--- config.mk ---
export PLATFORM = sky130hd
export DESIGN_NAME = sci_irq_router
export DESIGN_NICKNAME = d
export VERILOG_FILES = /design/src/rtl/sirq_pkg.sv /design/src/rtl/sirq_enable_reg.sv /design/src/rtl/sirq_event_flags.sv /design/src/rtl/sirq_req_route.sv /design/src/rtl/sci_irq_router.sv
export SDC_FILE = /design/constraint.sdc
export NUM_CORES = 1
export LEC_CHECK = 0
export BUFFER_PORTS_ARGS = -buffer_cell sky130_fd_sc_hd__buf_2
export CAP_MARGIN = 20
export CORE_MARGIN = 3
export CORE_UTILIZATION = 41
export DETAILED_ROUTE_END_ITERATION = 8
export PLACE_DENSITY = 0.78
export SLEW_MARGIN = 10
export SYNTH_ARGS = -nofsm -noshare
export SYNTH_HDL_FRONTEND = slang
export SYNTH_HIERARCHICAL = 1
export SYNTH_SLANG_ARGS = --single-unit
--- constraint.sdc ---
create_clock -name clk -period 1.6 [get_ports clk]
set_input_delay 0.08 -clock clk [delete_from_list [all_inputs] [get_ports clk]]
set_output_delay 0.08 -clock clk [all_outputs]
set_load 0.03 [all_outputs]
--- src/rtl/sirq_pkg.sv ---
package sirq_pkg;
  localparam int REG_W   = 32;
  localparam int ERR_N   = 8;
  localparam int ERR_LSB = 24;

  localparam int B_RXDMA_ALL = 18;
  localparam int B_RXDMA     = 17;
  localparam int B_TXDMA     = 16;
  localparam int B_IDM       = 13;
  localparam int B_RX        = 9;
  localparam int B_TX        = 8;
  localparam int B_TO3       = 7;
  localparam int B_TO1       = 6;
  localparam int B_IDLE      = 4;
  localparam int B_WAKE      = 1;
  localparam int B_BRK       = 0;

  // implemented bits, mode-restricted classes, DMA controls
  localparam logic [REG_W-1:0] M_IMPL     = 32'hFF07_23D3;
  localparam logic [REG_W-1:0] M_LIN_ONLY = 32'hF800_20D0;
  localparam logic [REG_W-1:0] M_SCI_ONLY = 32'h0000_0001;
  localparam logic [REG_W-1:0] M_DMA      = 32'h0007_0000;
  localparam logic [REG_W-1:0] M_FLAG     = M_IMPL & ~M_DMA;

  function automatic logic [REG_W-1:0] wr_mask(input logic lin);
    return lin ? (M_IMPL & ~M_SCI_ONLY) : (M_IMPL & ~M_LIN_ONLY);
  endfunction

  function automatic logic [REG_W-1:0] eff_mask(input logic lin);
    return lin ? ~M_SCI_ONLY : ~M_LIN_ONLY;
  endfunction
endpackage

--- src/rtl/sirq_enable_reg.sv ---
module sirq_enable_reg
  import sirq_pkg::*;
#(
  parameter int W = REG_W
) (
  input  logic         clk,
  input  logic         rst_n,
  input  logic         wr_en,
  input  logic [W-1:0] wr_data,
  input  logic         lin_mode,
  output logic [W-1:0] en_q
);
  logic [W-1:0] en_d;
  logic         en_ce;

  always_comb begin
    en_ce = wr_en;
    en_d  = en_q | (wr_data & W'(wr_mask(lin_mode)));
  end

  always_ff @(posedge clk or negedge rst_n) begin
    if (!rst_n)     en_q <= '0;
    else if (en_ce) en_q <= en_d;
  end

  // enables only ever rise outside reset
  a_r2_no_clear: assert property (@(posedge clk) disable iff (!rst_n)
    (($past(en_q) & ~en_q) == '0));
  // reserved positions stay zero
  a_r3_reserved_zero: assert property (@(posedge clk) disable iff (!rst_n)
    ((en_q & ~W'(M_IMPL)) == '0));
  // LIN-only enables locked in SCI-compatible mode
  a_r4_lin_lock: assert property (@(posedge clk) disable iff (!rst_n)
    (wr_en && !lin_mode) |=> ((en_q & W'(M_LIN_ONLY)) == ($past(en_q) & W'(M_LIN_ONLY))));
  // break enable locked in LIN mode
  a_r5_brk_lock: assert property (@(posedge clk) disable iff (!rst_n)
    (wr_en && lin_mode) |=> (en_q[B_BRK] == $past(en_q[B_BRK])));
endmodule

--- src/rtl/sirq_event_flags.sv ---
module sirq_event_flags
  import sirq_pkg::*;
#(
  parameter int W = REG_W
) (
  input  logic         clk,
  input  logic         rst_n,
  input  logic [W-1:0] set_vec,
  input  logic [W-1:0] clr_vec,
  output logic [W-1:0] flag_q
);
  localparam logic [W-1:0] FLAG_BITS = W'(M_FLAG);

  for (genvar i = 0; i < W; i++) begin : g_bit
    if (FLAG_BITS[i]) begin : g_flag
      logic flag_d;

      always_comb flag_d = set_vec[i] | (flag_q[i] & ~clr_vec[i]);

      always_ff @(posedge clk or negedge rst_n) begin
        if (!rst_n) flag_q[i] <= 1'b0;
        else        flag_q[i] <= flag_d;
      end

      // a flag holds without set or clear
      a_r6_hold: assert property (@(posedge clk) disable iff (!rst_n)
        (!set_vec[i] && !clr_vec[i]) |=> (flag_q[i] == $past(flag_q[i])));
      // set wins over a same-cycle clear
      a_r6_set_wins: assert property (@(posedge clk) disable iff (!rst_n)
        set_vec[i] |=> flag_q[i]);
    end else begin : g_none
      assign flag_q[i] = 1'b0;
    end
  end
endmodule

--- src/rtl/sirq_req_route.sv ---
module sirq_req_route (
  input  logic clk,
  input  logic rst_n,
  input  logic rx_done,
  input  logic rx_addr,
  input  logic tx_rdy,
  input  logic dma_rx_en,
  input  logic dma_rx_all,
  input  logic dma_tx_en,
  output logic rx_flag_set,
  output logic tx_flag_set,
  output logic rx_dma_req,
  output logic tx_dma_req
);
  logic rx_to_dma, tx_to_dma;

  always_comb begin
    rx_to_dma   = rx_done & dma_rx_en & (dma_rx_all | ~rx_addr);
    tx_to_dma   = tx_rdy & dma_tx_en;
    rx_flag_set = rx_done & ~rx_to_dma;
    tx_flag_set = tx_rdy & ~tx_to_dma;
  end

  always_ff @(posedge clk or negedge rst_n) begin
    if (!rst_n) begin
      rx_dma_req <= 1'b0;
      tx_dma_req <= 1'b0;
    end else begin
      rx_dma_req <= rx_to_dma;
      tx_dma_req <= tx_to_dma;
    end
  end

  // data frame under RX-DMA is a request next cycle
  a_r9_data_dma: assert property (@(posedge clk) disable iff (!rst_n)
    (rx_done && !rx_addr && dma_rx_en) |=> rx_dma_req);
  // address frame without RX-DMA-all never requests DMA
  a_r9_addr_irq: assert property (@(posedge clk) disable iff (!rst_n)
    (rx_done && rx_addr && !dma_rx_all) |=> !rx_dma_req);
  // a request always traces back to a frame
  a_r9_src: assert property (@(posedge clk) disable iff (!rst_n)
    rx_dma_req |-> $past(rx_done));
  // transmit DMA routing
  a_r10_tx_dma: assert property (@(posedge clk) disable iff (!rst_n)
    (tx_rdy && dma_tx_en) |=> tx_dma_req);
endmodule

--- src/rtl/sci_irq_router.sv ---
module sci_irq_router
  import sirq_pkg::*;
#(
  parameter int W     = REG_W,
  parameter int N_ERR = ERR_N
) (
  input  logic             clk,
  input  logic             rst_n,
  input  logic             lin_mode,
  input  logic             wr_en,
  input  logic [W-1:0]     wr_data,
  output logic [W-1:0]     rd_data,
  input  logic [N_ERR-1:0] err_evt,
  input  logic             rx_done,
  input  logic             rx_addr,
  input  logic             tx_rdy,
  input  logic             id_match,
  input  logic             to3_wake,
  input  logic             to1_wake,
  input  logic             idle_to,
  input  logic             brk_det,
  input  logic             lp_active,
  input  logic             lp_req,
  input  logic             rx_busy,
  input  logic             rx_low,
  input  logic [W-1:0]     flag_clr,
  output logic             irq,
  output logic             rx_dma_req,
  output logic             tx_dma_req
);
  logic [W-1:0] en_q;
  logic [W-1:0] flag_q;
  logic [W-1:0] set_vec;
  logic         rx_flag_set, tx_flag_set;
  logic         wake_evt;

  sirq_enable_reg #(.W(W)) u_en (
    .clk(clk), .rst_n(rst_n), .wr_en(wr_en), .wr_data(wr_data),
    .lin_mode(lin_mode), .en_q(en_q)
  );

  sirq_req_route u_route (
    .clk(clk), .rst_n(rst_n), .rx_done(rx_done), .rx_addr(rx_addr),
    .tx_rdy(tx_rdy), .dma_rx_en(en_q[B_RXDMA]), .dma_rx_all(en_q[B_RXDMA_ALL]),
    .dma_tx_en(en_q[B_TXDMA]), .rx_flag_set(rx_flag_set),
    .tx_flag_set(tx_flag_set), .rx_dma_req(rx_dma_req), .tx_dma_req(tx_dma_req)
  );

  always_comb begin
    wake_evt = (lp_active & rx_low) | (lp_req & rx_busy);
    set_vec  = '0;
    set_vec[ERR_LSB +: N_ERR] = err_evt;
    set_vec[B_IDM]  = id_match;
    set_vec[B_RX]   = rx_flag_set;
    set_vec[B_TX]   = tx_flag_set;
    set_vec[B_TO3]  = to3_wake;
    set_vec[B_TO1]  = to1_wake;
    set_vec[B_IDLE] = idle_to;
    set_vec[B_WAKE] = wake_evt;
    set_vec[B_BRK]  = brk_det;
  end

  sirq_event_flags #(.W(W)) u_flags (
    .clk(clk), .rst_n(rst_n), .set_vec(set_vec), .clr_vec(flag_clr),
    .flag_q(flag_q)
  );

  always_comb begin
    rd_data = en_q;
    irq     = |(flag_q & en_q & W'(eff_mask(lin_mode)));
  end

  // wake flag rises only from a qualifying condition
  a_r11_wake_src: assert property (@(posedge clk) disable iff (!rst_n)
    $rose(flag_q[B_WAKE]) |-> $past((lp_active && rx_low) || (lp_req && rx_busy)));
  // break enable has no say in LIN mode
  a_r7_brk_lin: assert property (@(posedge clk) disable iff (!rst_n)
    (lin_mode && ((flag_q & en_q & ~W'(M_SCI_ONLY)) == '0)) |-> !irq);
  // a DMA-routed frame does not set the RX flag
  a_r9_no_flag: assert property (@(posedge clk) disable iff (!rst_n)
    (rx_done && en_q[B_RXDMA] && en_q[B_RXDMA_ALL] && !flag_q[B_RX]) |=> !flag_q[B_RX]);
endmodule

# Word-level counts from Yosys, hierarchy flattened

Cells that the tools add are included.

Memory bits (writable): 0
Input port bits: 88
Register bits: 50
Output and inout bits: 35
Bits in read-only memories: 0
Bits in latches: 0
Memories kept: 0

Mux-type cells: 2
Equal/unequal tests: 0
Order comparisons: 0
Reductions and logical operators: 1
Divide/modulo/power cells: 0
Shift operators: 0
Add/sub/neg operators: 0
Multipliers: 0
Bitwise logic cells: 64

Operators with widths:

| operator            | number |
|---|---|
| 32-bit bitwise AND  | 3 |
| 32-bit two-way mux  | 2 |
| 32-bit OR           | 1 |
| 32-bit OR reduction | 1 |
| 1-bit bitwise AND   | 23 |
| 1-bit NOT           | 19 |
| 1-bit OR            | 18 |

# Logic depth before layout (Yosys ltp)

Depth in word-level cells: 6
Gate-level depth with buffers: 5
Gate-level depth less buffers: 4

# By module

Netlist, hierarchy kept.

By module, submodules not included:

| module           | cells an instance | area an instance (sq um) | seq. area each (sq um) | times used |
|---|---|---|---|---|
| sirq_enable_reg  | 56                | 748.2                    | 475.5                  | 1 |
| sirq_event_flags | 65                | 704.4                    | 400.4                  | 1 |
| sci_irq_router   | 23                | 207.7                    | 0.0                    | 1 |
| sirq_req_route   | 7                 | 90.1                     | 50.0                   | 1 |

# Worst setup path before layout

Ideal clock, no wire load.

Path type: reg2out
From: register u_en.en_q[1]
To: output irq
Required time: 1.520 ns
Stages on the path, launching flop included: 5
Path slack: 0.154 ns
Buffers on the path: 0
Arrival time: 1.366 ns
Cells stage by stage: dfrtp_1 > a22o_1 > a221oi_2 > o2111ai_1 > a211o_1

Longest elaborated chain between the ends: 3

RTL lines:

| what                             | line                  | RTL |
|---|---|---|
| from (decl)                      | sirq_enable_reg.sv:11 | `output logic [W-1:0] en_q` |
| from (signal assigned)           | sirq_enable_reg.sv:23 | `else if (en_ce) en_q <= en_d;` |
| 32-bit bitwise AND (2 in series) | sci_irq_router.sv:70  | `irq = \|(flag_q & en_q & W'(eff_mask(lin_mode)));` |
| 32-bit OR reduction              | sci_irq_router.sv:70  |  |
| to (decl)                        | sci_irq_router.sv:27  | `output logic irq,` |

Every way passes these cells.

# Worst setup path after layout

From: register u_flags.flag_q[24]
To: output irq

Longest elaborated chain between the ends: 3

RTL lines:

| what                              | line                   | RTL |
|---|---|---|
| from (decl)                       | sirq_event_flags.sv:10 | `output logic [W-1:0] flag_q` |
| from (signal, indexed assignment) | sirq_event_flags.sv:22 | `else flag_q[i] <= flag_d;` |
| 32-bit bitwise AND (2 in series)  | sci_irq_router.sv:70   |  |
| 32-bit OR reduction               | sci_irq_router.sv:70   |  |

Every way passes these cells.

==> results.sh <==
export IMPL_clockBufferDepth=2
export IMPL_relSlewSlack=0.469
export IMPL_rsz0062_at_grt="true"
export IMPL_worstPathRequired_ps=1520
export IMPL_skew_ps=0.475
export IMPL_clk_pin_slew_ps=70
export IMPL_r2r_slack_ps=690
export IMPL_syn_inst=150
export IMPL_core_area_sq_um=4060
export IMPL_synthToLayoutAreaGrowth_pct=43.6
export IMPL_dp_hpwl_mm=2.92
export IMPL_peakVddDrop_mv=0.520
export IMPL_drtPass1Iterations=4
export IMPL_hp_class="primary input to flop"
export IMPL_numCtsBuffers=5
export IMPL_setup_viol=1
export IMPL_synth_avg_cell_area_sq_um=11.6
export IMPL_io_buffers=80
export IMPL_grt_max_degree=38
export IMPL_die_height_um=71.3
export IMPL_timing_final_ws_setup_ps=-134
export IMPL_tightest_slew_ps=796
export IMPL_gp_congestion=0.757
export IMPL_htree_levels=2
export IMPL_wl_met1_mm=1.65
export IMPL_finalCriticalPeriod_ps=1730
export IMPL_first_iter_violations=32
export IMPL_grt_antenna_before_repair=0
export IMPL_cp_max_fo=2
export IMPL_powerDensity_nw_per_um2=751
export IMPL_layout_cells_most_common="buf_2"
export IMPL_violations="negative setup slack"
export IMPL_worstSetupStartpointType="flop"
export IMPL_io_pins=123
export IMPL_num_fill_cells=330
export IMPL_grt_ovfl_total=0
export IMPL_track_usage=0.185
export IMPL_finalSetupTns_ps=-134
export IMPL_drive_above_1_share=0.361
export IMPL_hold_start="tx_rdy"
export IMPL_reg2reg_from="u_en/en_q[18]"
export IMPL_routed_wl_mm=4.29
export IMPL_drv_slew=0
export IMPL_drv_cap=0
export IMPL_critPathKind="flop to primary output"
export IMPL_start_util=0.430
export IMPL_grt_pass1_vias=1534
export IMPL_final_cell_mix="buf_2 (79), dfrtp_1 (37), a21o_1 (34)"
export IMPL_fp_row_count=23
export IMPL_crit_path_start="u_flags/flag_q[24]"
export IMPL_max_freq_mhz=577
export IMPL_crit_arrival_ps=1650
export IMPL_seqCellArea_sq_um=926
export IMPL_antenna_left=0
export IMPL_critPathCaptureType="primary output"
export IMPL_grt_first_pass_wirelength_mm=7.13
export IMPL_ys_warn_count=6
export IMPL_crit_end="irq"
export IMPL_vias=1439
export IMPL_clk_latency_ps=280
export IMPL_viasPerCell=4.51
export IMPL_cts_sinks=37
export IMPL_timing_final_crit_share=1.08
export IMPL_finalHoldViolCount=0
export IMPL_dieWidth_um=71.3
export IMPL_netlist_area_sq_um=1750
export IMPL_timing_rr_end="u_flags/flag_q[9]"
export IMPL_clockRootBuffer="clkbuf_8"
export IMPL_dp_slack_ps=121
export IMPL_cts_tree="done"
export IMPL_wire_per_inst_um=13.5
export IMPL_dr_wl_met3_um=223
export IMPL_multi_input_area_sq_um=628
export IMPL_nNetsFinal=356
export IMPL_ff2ff_path_depth=3
export IMPL_drcViolationCount=0
export IMPL_outcome="complete, but fails checks"
export IMPL_dr_wl_met2_mm=2.34
export IMPL_top_layer="met4"
export IMPL_diodes=0
export IMPL_p_leak_nw=1.26
export IMPL_fp_dieArea_sq_um=5080
-- layout make-up --
cell class,instances,area share
timing repair buffer,115,0.299
clock inverter,2,0.00399
clock buffer,6,0.0289
tap,50,0.0249
multi-input combinational,93,0.250
sequential,37,0.369
inverter,16,0.0239
-- worst min-delay path by stage --
stage	slack (ps)	depth (start not counted)	to
5_1_grt	30	2	u_en/en_q[0]
6_report	20	2	u_route/tx_dma_req
2_1_floorplan	-220	0	u_en/en_q[0]
4_1_cts	10	2	u_route/tx_dma_req
3_5_place_dp	220	1	u_flags/flag_q[30]
3_3_place_gp	220	1	u_flags/flag_q[30]
-- stage by stage --
stage	area [sq um]	hold slack (ps)	util	total power, W	instances
2_1_floorplan	1850	-216	-	0.00117	177
3_3_place_gp	2080	219	0.512	0.00122	276
3_5_place_dp	2080	222	0.512	0.00122	276
4_1_cts	2500	9.91	0.616	0.00191	318
5_1_grt	2510	32.2	0.618	0.00198	319
6_report	2510	19.2	0.618	0.00188	319
-- per-layer routing --
layer  track usage  up-vias
li1              -      694
met1         0.201      691
met2         0.341       47
met3        0.0407        7
met4        0.0793        0
met5             0        -
-- sequential cells by signal, indices dropped and copies added (netlist names) --
signal and flops:
u_route/tx_dma_req 1, u_route/rx_dma_req 1, u_en/en_q 19, u_flags/flag_q 16
-- report_power, final --
group          leakage [nW]  internal, W  total [W]  switching, W
sequential            0.369     0.000963   0.000980     0.0000166
combinational         0.851     0.000145   0.000288      0.000143
clock                0.0450     0.000302   0.000617      0.000316
total                  1.26      0.00141    0.00188      0.000475
-- timing repair --
action | CTS | global route
hold buffers | 32 | 0
setup buffers | 2 | 1
pin swaps | 3 | 2
endpoints found under the setup margin | 1 | 1
endpoints found under the hold margin | 68 | 0
resized for setup | 2 | 0
-- worst max-delay path, stage by stage (launching register included) --
cell and delay [ps]:
dfrtp_1 390, a22o_1 210, a221oi_2 190, nand4_1 140, a211o_1 310, buf_6 140
Note: power is estimated with default switching activity, not from simulation.
